## config.mk

```make
export PLATFORM = sky130hd
export DESIGN_NAME = pwr_path_seq
export DESIGN_NICKNAME = d
export VERILOG_FILES = /design/src/rtl/pps_pkg.sv /design/src/rtl/pps_sync.sv /design/src/rtl/pps_fault_eval.sv /design/src/rtl/pps_tick_cnt.sv /design/src/rtl/pwr_path_seq.sv
export SDC_FILE = /design/constraint.sdc
export NUM_CORES = 1
export LEC_CHECK = 0
export BUFFER_PORTS_ARGS = -buffer_cell sky130_fd_sc_hd__buf_2
export CAP_MARGIN = 20
export CELL_PAD_IN_SITES_DETAIL_PLACEMENT = 1
export CELL_PAD_IN_SITES_GLOBAL_PLACEMENT = 1
export CORE_ASPECT_RATIO = 1.25
export CORE_MARGIN = 5
export CORE_UTILIZATION = 41
export CTS_CLUSTER_SIZE = 30
export DETAILED_ROUTE_END_ITERATION = 16
export GPL_TIMING_DRIVEN = 0
export PLACE_DENSITY = 0.72
export REMOVE_ABC_BUFFERS = 1
export SETUP_SLACK_MARGIN = 0.4
export SLEW_MARGIN = 25
export SYNTH_ARGS = -nofsm -noshare
export SYNTH_HDL_FRONTEND = slang
export SYNTH_SLANG_ARGS = --single-unit
```

## constraint.sdc

```tcl
create_clock -name clk -period 2 [get_ports clk]
set_clock_uncertainty 0.05 [all_clocks]
set_input_delay 0.2 -clock clk [delete_from_list [all_inputs] [get_ports clk]]
set_output_delay 0.2 -clock clk [all_outputs]
set_load 0.01 [all_outputs]
```

## src/rtl/pps_pkg.sv

```systemverilog
package pps_pkg;
  typedef enum logic [1:0] {
    MD_ENH = 2'b00,
    MD_DIR = 2'b01,
    MD_REV = 2'b10,
    MD_DIS = 2'b11
  } mode_e;

  typedef enum logic [2:0] {
    ST_OPEN     = 3'd0,
    ST_DLY_SW   = 3'd1,
    ST_DLY_FLAG = 3'd2,
    ST_RUN      = 3'd3,
    ST_HOLD     = 3'd4
  } seq_st_e;
endpackage

```

## src/rtl/pps_sync.sv

```systemverilog
module pps_sync #(
  parameter int W = 2,
  parameter int STAGES = 2,
  parameter logic [W-1:0] RST_VAL = '1
) (
  input  logic         clk,
  input  logic         rst_n,
  input  logic [W-1:0] d,
  output logic [W-1:0] q
);
  logic [W-1:0] stg [STAGES];

  for (genvar i = 0; i < STAGES; i++) begin : g_stage
    if (i == 0) begin : g_first
      always_ff @(posedge clk or negedge rst_n)
        if (!rst_n) stg[i] <= RST_VAL;
        else        stg[i] <= d;
    end else begin : g_next
      always_ff @(posedge clk or negedge rst_n)
        if (!rst_n) stg[i] <= RST_VAL;
        else        stg[i] <= stg[i-1];
    end
  end

  assign q = stg[STAGES-1];
endmodule

```

## src/rtl/pps_fault_eval.sv

```systemverilog
module pps_fault_eval
  import pps_pkg::*;
(
  input  mode_e mode,
  input  logic  uv_ok,
  input  logic  ov_trip,
  input  logic  ov_hi_trip,
  input  logic  temp_ok,
  output logic  fault
);
  logic ov_sel;
  logic in_fault;

  always_comb begin
    ov_sel   = (mode == MD_ENH) ? ov_hi_trip : ov_trip;
    in_fault = !uv_ok || ov_sel;
    fault    = !temp_ok || ((mode != MD_REV) && in_fault);
  end
endmodule

```

## src/rtl/pps_tick_cnt.sv

```systemverilog
module pps_tick_cnt #(
  parameter int CW = 5
) (
  input  logic          clk,
  input  logic          rst_n,
  input  logic          clr,
  input  logic          step,
  input  logic [CW-1:0] limit,
  output logic          done
);
  logic [CW-1:0] cnt_q;

  assign done = step && (cnt_q == limit - CW'(1));

  always_ff @(posedge clk or negedge rst_n)
    if (!rst_n)             cnt_q <= '0;
    else if (clr || done)   cnt_q <= '0;
    else if (step)          cnt_q <= cnt_q + CW'(1);
endmodule

```

## src/rtl/pwr_path_seq.sv

```systemverilog
module pwr_path_seq
  import pps_pkg::*;
#(
  parameter int T_ON_TICKS   = 30,
  parameter int T_FLAG_TICKS = 30,
  parameter int SYNC_STAGES  = 2
) (
  input  logic clk,
  input  logic rst_n,
  input  logic tick,
  input  logic dir_pin,
  input  logic rev_pin,
  input  logic uv_ok,
  input  logic ov_trip,
  input  logic ov_hi_trip,
  input  logic temp_ok,
  output logic sw_en,
  output logic flag_n
);
  localparam int MAXT = (T_ON_TICKS > T_FLAG_TICKS) ? T_ON_TICKS : T_FLAG_TICKS;
  localparam int CW   = $clog2(MAXT + 1);

  logic [1:0] pins_s;
  mode_e      mode_s, mode_prev;
  logic       fault, mode_chg, abort_seq;
  logic       in_dly, step, done;
  logic [CW-1:0] limit;
  seq_st_e    st_q, st_d;

  pps_sync #(.W(2), .STAGES(SYNC_STAGES), .RST_VAL(2'b11)) u_sync (
    .clk(clk), .rst_n(rst_n), .d({dir_pin, rev_pin}), .q(pins_s)
  );

  assign mode_s = mode_e'(pins_s);

  always_ff @(posedge clk or negedge rst_n)
    if (!rst_n) mode_prev <= MD_DIS;
    else        mode_prev <= mode_s;

  pps_fault_eval u_fault (
    .mode(mode_s), .uv_ok(uv_ok), .ov_trip(ov_trip),
    .ov_hi_trip(ov_hi_trip), .temp_ok(temp_ok), .fault(fault)
  );

  assign mode_chg  = (mode_s != mode_prev);
  assign abort_seq = fault || mode_chg;
  assign in_dly    = (st_q == ST_DLY_SW) || (st_q == ST_DLY_FLAG);
  assign step      = tick && in_dly && !abort_seq;
  assign limit     = (st_q == ST_DLY_FLAG) ? CW'(T_FLAG_TICKS) : CW'(T_ON_TICKS);

  pps_tick_cnt #(.CW(CW)) u_cnt (
    .clk(clk), .rst_n(rst_n), .clr(abort_seq || !in_dly),
    .step(step), .limit(limit), .done(done)
  );

  always_comb begin
    st_d = st_q;
    if (abort_seq) st_d = ST_OPEN;
    else begin
      case (st_q)
        ST_OPEN: begin
          case (mode_s)
            MD_DIS:  st_d = ST_HOLD;
            MD_REV:  st_d = ST_RUN;
            default: st_d = ST_DLY_SW;
          endcase
        end
        ST_DLY_SW:   if (done) st_d = ST_DLY_FLAG;
        ST_DLY_FLAG: if (done) st_d = ST_RUN;
        default:     st_d = st_q;
      endcase
    end
  end

  always_ff @(posedge clk or negedge rst_n)
    if (!rst_n) st_q <= ST_OPEN;
    else        st_q <= st_d;

  assign sw_en  = (st_q == ST_DLY_FLAG) || (st_q == ST_RUN);
  assign flag_n = (st_q == ST_RUN) || (st_q == ST_HOLD);


  fault_drop_chk: assert property (@(posedge clk) disable iff (!rst_n)
    fault |=> (!sw_en && !flag_n));


  therm_drop_chk: assert property (@(posedge clk) disable iff (!rst_n)
    !temp_ok |=> (!sw_en && !flag_n));


  dis_open_chk: assert property (@(posedge clk) disable iff (!rst_n)
    (mode_s == MD_DIS && mode_prev == MD_DIS) |-> !sw_en);


  sw_on_tick_chk: assert property (@(posedge clk) disable iff (!rst_n)
    ($rose(sw_en) && $past(mode_s) != MD_REV) |-> $past(tick));


  flag_after_sw_chk: assert property (@(posedge clk) disable iff (!rst_n)
    ($rose(flag_n) && ($past(mode_s) == MD_ENH || $past(mode_s) == MD_DIR))
      |-> (sw_en && $past(sw_en)));
endmodule

```

==> impl_metrics.yaml, run 1 <==
power_and_ir_drop:
  vdd_ir_drop_max_mv: 0.4016
  cellPowerDensity_mw_per_mm2: 669.5
  leakagePower_nw: 0.3421
global_routing:
  grt_pass1_vias: 513
  grt_max_degree: 15
  grt_usage_pct: 13.36
  grt-ovfl-total: 0
  antenna_found_initial: 0
  grt_pass1_wl_microns: 2242
clock_network:
  cts_buffer_depth: 2
  cts_tree: "done"
  numCtsBuffers: 3
  cts_num_sinks: 14
  ctsRootBufferMaster: "clkbuf_4"
  clk_latency_ns: 0.28
  htreeDepth: 1
  clkTransAtPathRegs_ns: 0.09
placed_design:
  post-dp-hpwl_microns: 1023
  post-place-ws_ns: 0.4278
  port_buffers: 10
  place_congestion: 0.7275
layout:
  multi_input_area_sq_um: 306.5
  antennaDiodeCount: 0
  drive_above_1_share_pct: 32.50
  ff_latch_area_sq_um: 357.8
  fin_nets: 92
  fin_util_pct: 52.64
  n_fill_cell: 183
  syn_to_final_growth_pct: 22.80
drt:
  wire_per_inst_microns: 13.98
  drc_errors: 0
  via_count: 519
  first_iter_violations: 1
  top_layer_used: "met4"
  totalWireLength_microns: 1370
  viasPerCell: 5.296
  first_pass_iters: 2
  ant_nets: 0
  wl_met3_microns: 63
  drt-met1-wl_microns: 528
  met2WireLength_microns: 729
floorplan:
  die_area_sq_mm: 0.002546
  ios: 11
  num_rows: 16
  initial_utilization_pct: 42.87
  die_h_microns: 55.18
  die_w_microns: 46.14
  core_sq_mm: 0.001562
critical_path:
  crit_type: "register to register"
  cp-end-kind: "register"
  cp_slowest_stage_delay_ns: 0.40
  critPathMaxFanout: 5
  cp.arrival_ns: 1.65
  cp_slowest_cell: "dfrtp_1"
  setup.worst_path.start_class: "register"
  worstPathCellList: "ha_1, and4_4, a211oi_2, nand3_2, a211oi_2"
  required_ns: 2.16
  worst_path_most_repeated_cell: "a211oi_2"
synthesis:
  async_flop_share_pct: 100.0
  synth_area_sq_um: 669.4
  ys_ff_latch: 14
  ys_seq_area_share_pct: 53.46
  synth_edf_count: 0
  synthFlopType: "dfrtp_1"
  synth_warnings: 0
  synthDistinctLibCells: 24
  synth.most_common_cell: "nor2_1"
  avgSynthCellArea_sq_um: 10.80
  yosysTopAreaCellShare_pct: 29.91
  yosysTopAreaCell: "dfrtp_1"
  ys_top_cells_by_count: "nor2_1 (9), dfrtp_1 (8), xnor2_1 (7), dfstp_2 (6), nand2_1 (4)"
  ys_top_cells_by_area: "dfrtp_1 (30%), dfstp_2 (24%), xnor2_1 (9.2%)"
  netlist_instances: 62
sta:
  rsz0062_at_grt: "no"
  period_minus_slack_ns: 1.490
  final_max_slew_viol_count: 0
  max-slew-margin-rel_pct: 69.17
  worst_slew_pin_slew_ns: 0.4592
  fmax_mhz: 671.3
  setup_slack_ns: 0.5103
  period_share_pct: 74.49
  fin_setup_tns_ns: 0
  setup_viol: 0
  hold_violations: 0
job:
  max_cap_viol_count: 0
min_path:
  hp-class: "primary input to register"
status:
  status: "complete, no violations"
-- area by class of cell --
cell class / instances / share of cell area, %
Multi-Input combinational cell: 46 / 37.29
Sequential cell: 14 / 43.53
Timing Repair Buffer: 15 / 11.57
Inverter: 1 / 0.4566
Clock buffer: 4 / 4.414
Tap cell: 18 / 2.740
-- routing by layer --
layer | up-vias | GRT usage, %
met5 | - | 0
met4 | 0 | 11.37
met3 | 4 | 2.913
met2 | 10 | 22.02
met1 | 254 | 14.20
li1 | 251 | -
-- state kept, by name, summed over array words and instances (netlist names) --
register	count
st_q	3
mode_prev	2
u_sync.stg	2
u_cnt.cnt_q	5
u_sync.q	2
-- power by group --
part,internal (mW),total [mW],switching [mW]
Clock,0.111,0.205,0.0937
Combinational,0.0213,0.0429,0.0216
Sequential,0.295,0.303,0.00755
-- metrics by stage --
stage	power [mW]	hold WS, ns	cell area (sq um)	cells
finish	0.5503	0.1853	822.0	98
detailed placement	0.3478	0.05858	738.2	89
floorplan	0.3269	-0.1456	665.6	61
global route	0.5777	0.1810	822.0	98
CTS	0.5593	0.1792	804.5	96
global placement	0.3450	0.05079	738.2	89
-- placed cells by master (no fill, tap or decap), drive strengths merged, types with 2 or more instances in the layout --
cell	synthesis	final
a211oi	2	2
a21oi	3	3
a31oi	2	2
buf	0	12
clkbuf	1	4
dfrtp	8	8
dfstp	6	6
dlygate4sd3	0	3
ha	2	2
nand2	4	4
nand3	3	3
nor2	9	9
nor2b	2	2
nor3	2	2
o21ai	2	2
xnor2	7	7
-- final timing paths --
| path | from | to | slack [ns] | cells after the start |
|---|---|---|---|---|
| min | tick | st_q[1] | 0.19 | 3 |
| max | u_cnt.cnt_q[0] | u_cnt.cnt_q[1] | 0.51 | 5 |
| min reg2reg | u_sync.stg[3] | u_sync.q[1] | 0.31 | 0 |
| max in group asynchronous | rst_n | mode_prev[1] | 1.33 | 2 |
| max reg2reg | u_cnt.cnt_q[0] | u_cnt.cnt_q[1] | 0.51 | 5 |
| min in group asynchronous | rst_n | u_cnt.cnt_q[1] | 0.28 | 2 |
-- logic make-up (layout without fill, tap and decap cells) --
kind of cell | Yosys count | in the layout | share of synthesized area, %
XOR/XNOR | 7 | 7 | 9.159
buffers and inverters | 2 | 20 | 1.120
AO/OA/AOI/OAI | 11 | 11 | 11.77
multiplexers | 1 | 1 | 1.495
flip-flops | 14 | 14 | 53.46
AND/OR/NAND/NOR | 25 | 25 | 19.25
adder cells (fa/ha/maj) | 2 | 2 | 3.738
-- timing repair --
action                     4_1_cts  5_1_grt
setup endpoints to repair        0        5
hold buffers                     3        0
gates resized for setup          0        2
setup buffers                    0        2
hold endpoints to repair        10        0
-- worst max-delay path, delay by kind of cell (launching register included) --
kind | cells | cell delay (ns)
adder cells (fa/ha/maj) | 1 | 0.20
flip-flops | 1 | 0.40
AND/OR/NAND/NOR | 2 | 0.34
AO/OA/AOI/OAI | 2 | 0.42
Power figures use the tool's default switching activity.
==> inputs of run 2 (changes only) <==
- CORE_UTILIZATION: 41 -> 37
- PLACE_DENSITY: 0.72 -> 0.68
- clock period: 2 -> 1.3 ns (I/O delays scaled with it)
==> impl_metrics.yaml, run 2 (synthesis gave the netlist of run 1 again) <==
clock_network:
  clk_latency_ns: 0.28
  htreeDepth: 1
  ctsRootBufferMaster: "clkbuf_4"
  cts_buffer_depth: 2
  cts_tree: "done"
  cts_num_sinks: 14
  clkTransAtPathRegs_ns: 0.08
  numCtsBuffers: 3
drt:
  ant_nets: 0
  viasPerCell: 5.231
  drc_errors: 0
  first_iter_violations: 0
  via_count: 565
  totalWireLength_microns: 1516
  wire_per_inst_microns: 14.04
  first_pass_iters: 1
global_routing:
  grt_max_degree: 15
  grt_pass1_wl_microns: 2587
  grt-ovfl-total: 0
  grt_usage_pct: 13.43
  antenna_found_initial: 0
  grt_pass1_vias: 582
critical_path:
  setup.worst_path.start: "u_cnt.cnt_q[0]"
  reg2regPathDepth: 5
  setup.worst_path.start_class: "register"
  crit_buf_inv: 0
  crit_family: "flip-flops"
  required_ns: 1.45
  crit_type: "register to register"
  cp-end-kind: "register"
  cp.arrival_ns: 1.54
  worst_path_most_repeated_cell: "a211oi_2"
  rrSetupSlack_ns: -0.09
  worstPathCellList: "ha_4, and4_4, a211oi_2, nand3_2, a211oi_2"
  cp_slowest_stage_delay_ns: 0.42
  r2r-start: "u_cnt.cnt_q[0]"
  endpoint: "u_cnt.cnt_q[1]"
  cp_slowest_cell: "dfrtp_1"
  critPathMaxFanout: 5
  reg2reg_to: "u_cnt.cnt_q[1]"
  crit_cells: 5
floorplan:
  initial_utilization_pct: 38.38
  core_sq_mm: 0.001744
  ios: 11
  num_rows: 17
  die_w_microns: 48.05
  die_h_microns: 57.56
  die_area_sq_mm: 0.002765
layout:
  fin_nets: 101
  largest_reg_flops: 5
  syn_to_final_growth_pct: 42.06
  n_fill_cell: 200
  fin_util_pct: 54.52
  final_common_cell: "buf_4"
  stdcell_count: 108
  biggestRegsByFlops: "u_cnt.cnt_q: 5 flops, st_q: 3 flops"
  antennaDiodeCount: 0
  layout_common_cells: "buf_4 (10), buf_2 (9), nor2_1 (7)"
  drive_above_1_share_pct: 53.93
  top_register: "u_cnt.cnt_q"
  final_design_area_no_fill_sq_um: 950.9
placed_design:
  placed_area_sq_um: 739.5
  dp_cells: 90
  post-place-ws_ns: -0.2525
  port_buffers: 10
  post-dp-hpwl_microns: 953
  place_congestion: 0.7832
sta:
  period_minus_slack_ns: 1.391
  fin_setup_tns_ns: -0.3726
  setup_slack_ns: -0.09126
  fmax_mhz: 718.8
  holdWs_ns: 0.1255
  setup_viol: 7
  max-slew-margin-rel_pct: 73.31
  worst_slew_pin_slew_ns: 0.3903
  final_max_slew_viol_count: 0
  rsz0062_at_grt: "yes"
  period_share_pct: 107.0
  hold_violations: 0
power_and_ir_drop:
  leakagePower_nw: 0.3912
  vdd_ir_drop_max_mv: 0.6335
  cellPowerDensity_mw_per_mm2: 908.1
  finalPower_mw: 0.8635
job:
  max_cap_viol_count: 0
min_path:
  hp-class: "primary input to register"
status:
  violations: "setup timing"
  status: "finished with violations"
## run 2: cell count changes in the layout (fill, tap and decap cells not counted), sizes merged
cell  change
buf       +9
## run 2: how the worst min path moves through the flow
stage          start        endpoint  slack (ns)  cells after the start
2_1_floorplan  rst_n         st_q[0]       -0.22                      0
3_3_place_gp   rst_n  u_cnt.cnt_q[4]       -0.01                      1
3_5_place_dp   rst_n  u_cnt.cnt_q[3]      -0.009                      1
4_1_cts         tick         st_q[1]        0.11                      3
5_1_grt         tick         st_q[1]        0.11                      3
6_report        tick         st_q[1]        0.13                      3
## run 2: worst register-to-register path, cell delays in order, from the launching register on
cell and delay (ns):
dfrtp_1 0.42, ha_4 0.17, and4_4 0.17, a211oi_2 0.19, nand3_2 0.15, a211oi_2 0.16
## run 2: power by group
part	leakage (nW)	internal (mW)	switching, mW
sequential	0.170	0.455	0.0104
combinational	0.200	0.0450	0.0415
clock	0.0210	0.170	0.142
## run 2: final cells by class
type                    instances  area (sq um)  share of cell area, %
well taps                      19         23.77                  2.500
repair buffers                 24         172.7                  18.16
flip-flops and latches         14         361.6                  38.03
inverters                       1         3.754                 0.3947
clock buffers                   4         36.28                  3.816
multi-input cells              46         352.8                  37.11
## run 2: metal layers
layer	track usage, %	part of all wire, %	up-vias
met3	2.839	2.5	4
met4	6.923	1.4	0
met2	21.93	54	9
li1	-	-	270
met1	15.72	42	282
met5	0	0	-
## run 2: timing repair
action	4_1_cts	5_1_grt
hold buffers	3	0
buffers inserted	8	3
pin swaps	9	8
endpoints found under the hold margin	16	0
gates resized for setup	14	7
setup endpoints to repair	10	10
==> inputs of run 3 (changes only) <==
- CORE_ASPECT_RATIO: 1.25 -> unset
- CORE_UTILIZATION: 37 -> 44
- PLACE_DENSITY: 0.68 -> 0.76
- clock period: 1.3 -> 1.7 ns (I/O delays scaled with it)
==> impl_metrics.yaml, run 3 (synthesis gave the netlist of run 1 again) <==
status:
  status: "complete, no violations"
drt:
  first_pass_iters: 4
  wire_per_inst_microns: 16.27
  met2WireLength_microns: 948
  drc_errors: 0
  totalWireLength_microns: 1790
  ant_nets: 0
  wl_met3_microns: 44
  drt-met1-wl_microns: 769
  via_count: 580
  first_iter_violations: 2
  top_layer_used: "met4"
  viasPerCell: 5.273
floorplan:
  ios: 11
  die_w_microns: 49.01
  core_sq_mm: 0.001471
  num_rows: 14
  die_h_microns: 49.01
  initial_utilization_pct: 45.49
  die_area_sq_mm: 0.002401
global_routing:
  grt_max_degree: 15
  antenna_found_initial: 0
  grt-ovfl-total: 0
  grt_usage_pct: 14.45
  grt_pass1_wl_microns: 2649
  grt_pass1_vias: 576
sta:
  max-slew-margin-rel_pct: 74.79
  setup_slack_ns: 0.1906
  setup_viol: 0
  fmax_mhz: 662.5
  period_minus_slack_ns: 1.509
  worst_slew_pin_slew_ns: 0.3762
  fin_setup_tns_ns: 0
  final_max_slew_viol_count: 0
  rsz0062_at_grt: "yes"
  hold_violations: 0
  period_share_pct: 88.79
layout:
  layout_common_cells: "buf_4 (12), buf_2 (9), nor2_1 (7)"
  fin_nets: 106
  antennaDiodeCount: 0
  final_design_area_no_fill_sq_um: 994.7
  drive_above_1_share_pct: 56.38
  n_fill_cell: 151
  final_common_cell: "buf_4"
  syn_to_final_growth_pct: 48.60
  fin_util_pct: 67.60
  largest_reg_flops: 5
  biggestRegsByFlops: "u_cnt.cnt_q: 5 flops, st_q: 3 flops"
  top_register: "u_cnt.cnt_q"
placed_design:
  place_congestion: 0.7133
  placed_area_sq_um: 735.7
  post-place-ws_ns: 0.1110
  port_buffers: 10
  post-dp-hpwl_microns: 966.7
min_path:
  hp-class: "primary input to register"
  hp-start: "tick"
critical_path:
  setup.worst_path.start: "u_cnt.cnt_q[1]"
  setup.worst_path.start_class: "register"
  worstPathCellList: "inv_1, ha_2, and4_4, buf_4, buf_6, nand2_1, o21ai_1, a21oi_1"
  crit_buf_inv: 3
  cp-end-kind: "register"
  r2r-start: "u_cnt.cnt_q[1]"
  critPathMaxFanout: 3
  crit_type: "register to register"
  crit_family: "flip-flops"
  cp_slowest_stage_delay_ns: 0.39
  cp.arrival_ns: 1.62
  required_ns: 1.81
  cp_slowest_cell: "dfrtp_1"
job:
  max_cap_viol_count: 0
clock_network:
  cts_num_sinks: 14
  cts_tree: "done"
  clk_latency_ns: 0.28
  numCtsBuffers: 3
  cts_buffer_depth: 2
  ctsRootBufferMaster: "clkbuf_4"
  clkTransAtPathRegs_ns: 0.09
  htreeDepth: 1
power_and_ir_drop:
  cellPowerDensity_mw_per_mm2: 668.3
  leakagePower_nw: 0.4189
  vdd_ir_drop_max_mv: 0.5465
[run 3: per-layer routing]
layer	vias up	global-route usage, %
met1	282	17.92
met5	-	0
met4	0	8.520
met3	5	3.364
met2	11	22.61
li1	282	-
[run 3: power by group]
| part | switching (mW) | internal (mW) | leakage [nW] |
|---|---|---|---|
| clock network | 0.104 | 0.130 | 0.0210 |
| logic | 0.0362 | 0.0379 | 0.228 |
| registers | 0.00840 | 0.348 | 0.170 |
| total | 0.149 | 0.516 | 0.419 |
[run 3: stage by stage]
| stage | instances | hold slack (ns) | power [mW] |
|---|---|---|---|
| finish | 110 | 0.1864 | 0.6648 |
| global route | 110 | 0.1711 | 0.7102 |
| CTS | 104 | 0.1489 | 0.6694 |
| detailed placement | 87 | 0.02689 | 0.4095 |
| global placement | 87 | 0.02535 | 0.4068 |
| floorplan | 61 | -0.1756 | 0.3846 |
[run 3: tightest hold or removal path, stage by stage]
cell and delay [ns]:
buf_2 0.14, nand4b_1 0.12, a21oi_2 0.06
[run 3: cell type report]
class	instances	area (sq um)	area share (%)
timing repair buffer	29	221.5	22.26
tap	16	20.02	2.013
sequential	14	361.6	36.35
clock buffer	4	36.28	3.648
inverter	1	3.754	0.3774
multi-input combinational	46	351.6	35.35
[run 3: what timing repair did]
action / 4_1_cts / 5_1_grt
hold buffers: 3 / 0
setup buffers: 10 / 6
endpoints found under the hold margin: 16 / 0
endpoints found under the setup margin: 10 / 10
resized for setup: 14 / 9
pin swaps: 9 / 10
[run 3: final timing paths]
path | end | slack [ns] | cells past startpoint
max in group asynchronous | u_sync.stg[2] | 1.05 | 2
min in group asynchronous | u_cnt.cnt_q[2] | 0.26 | 2
min reg2reg | u_sync.q[0] | 0.31 | 0
min | st_q[1] | 0.19 | 3
max reg2reg | st_q[0] | 0.19 | 8
max | st_q[0] | 0.19 | 8
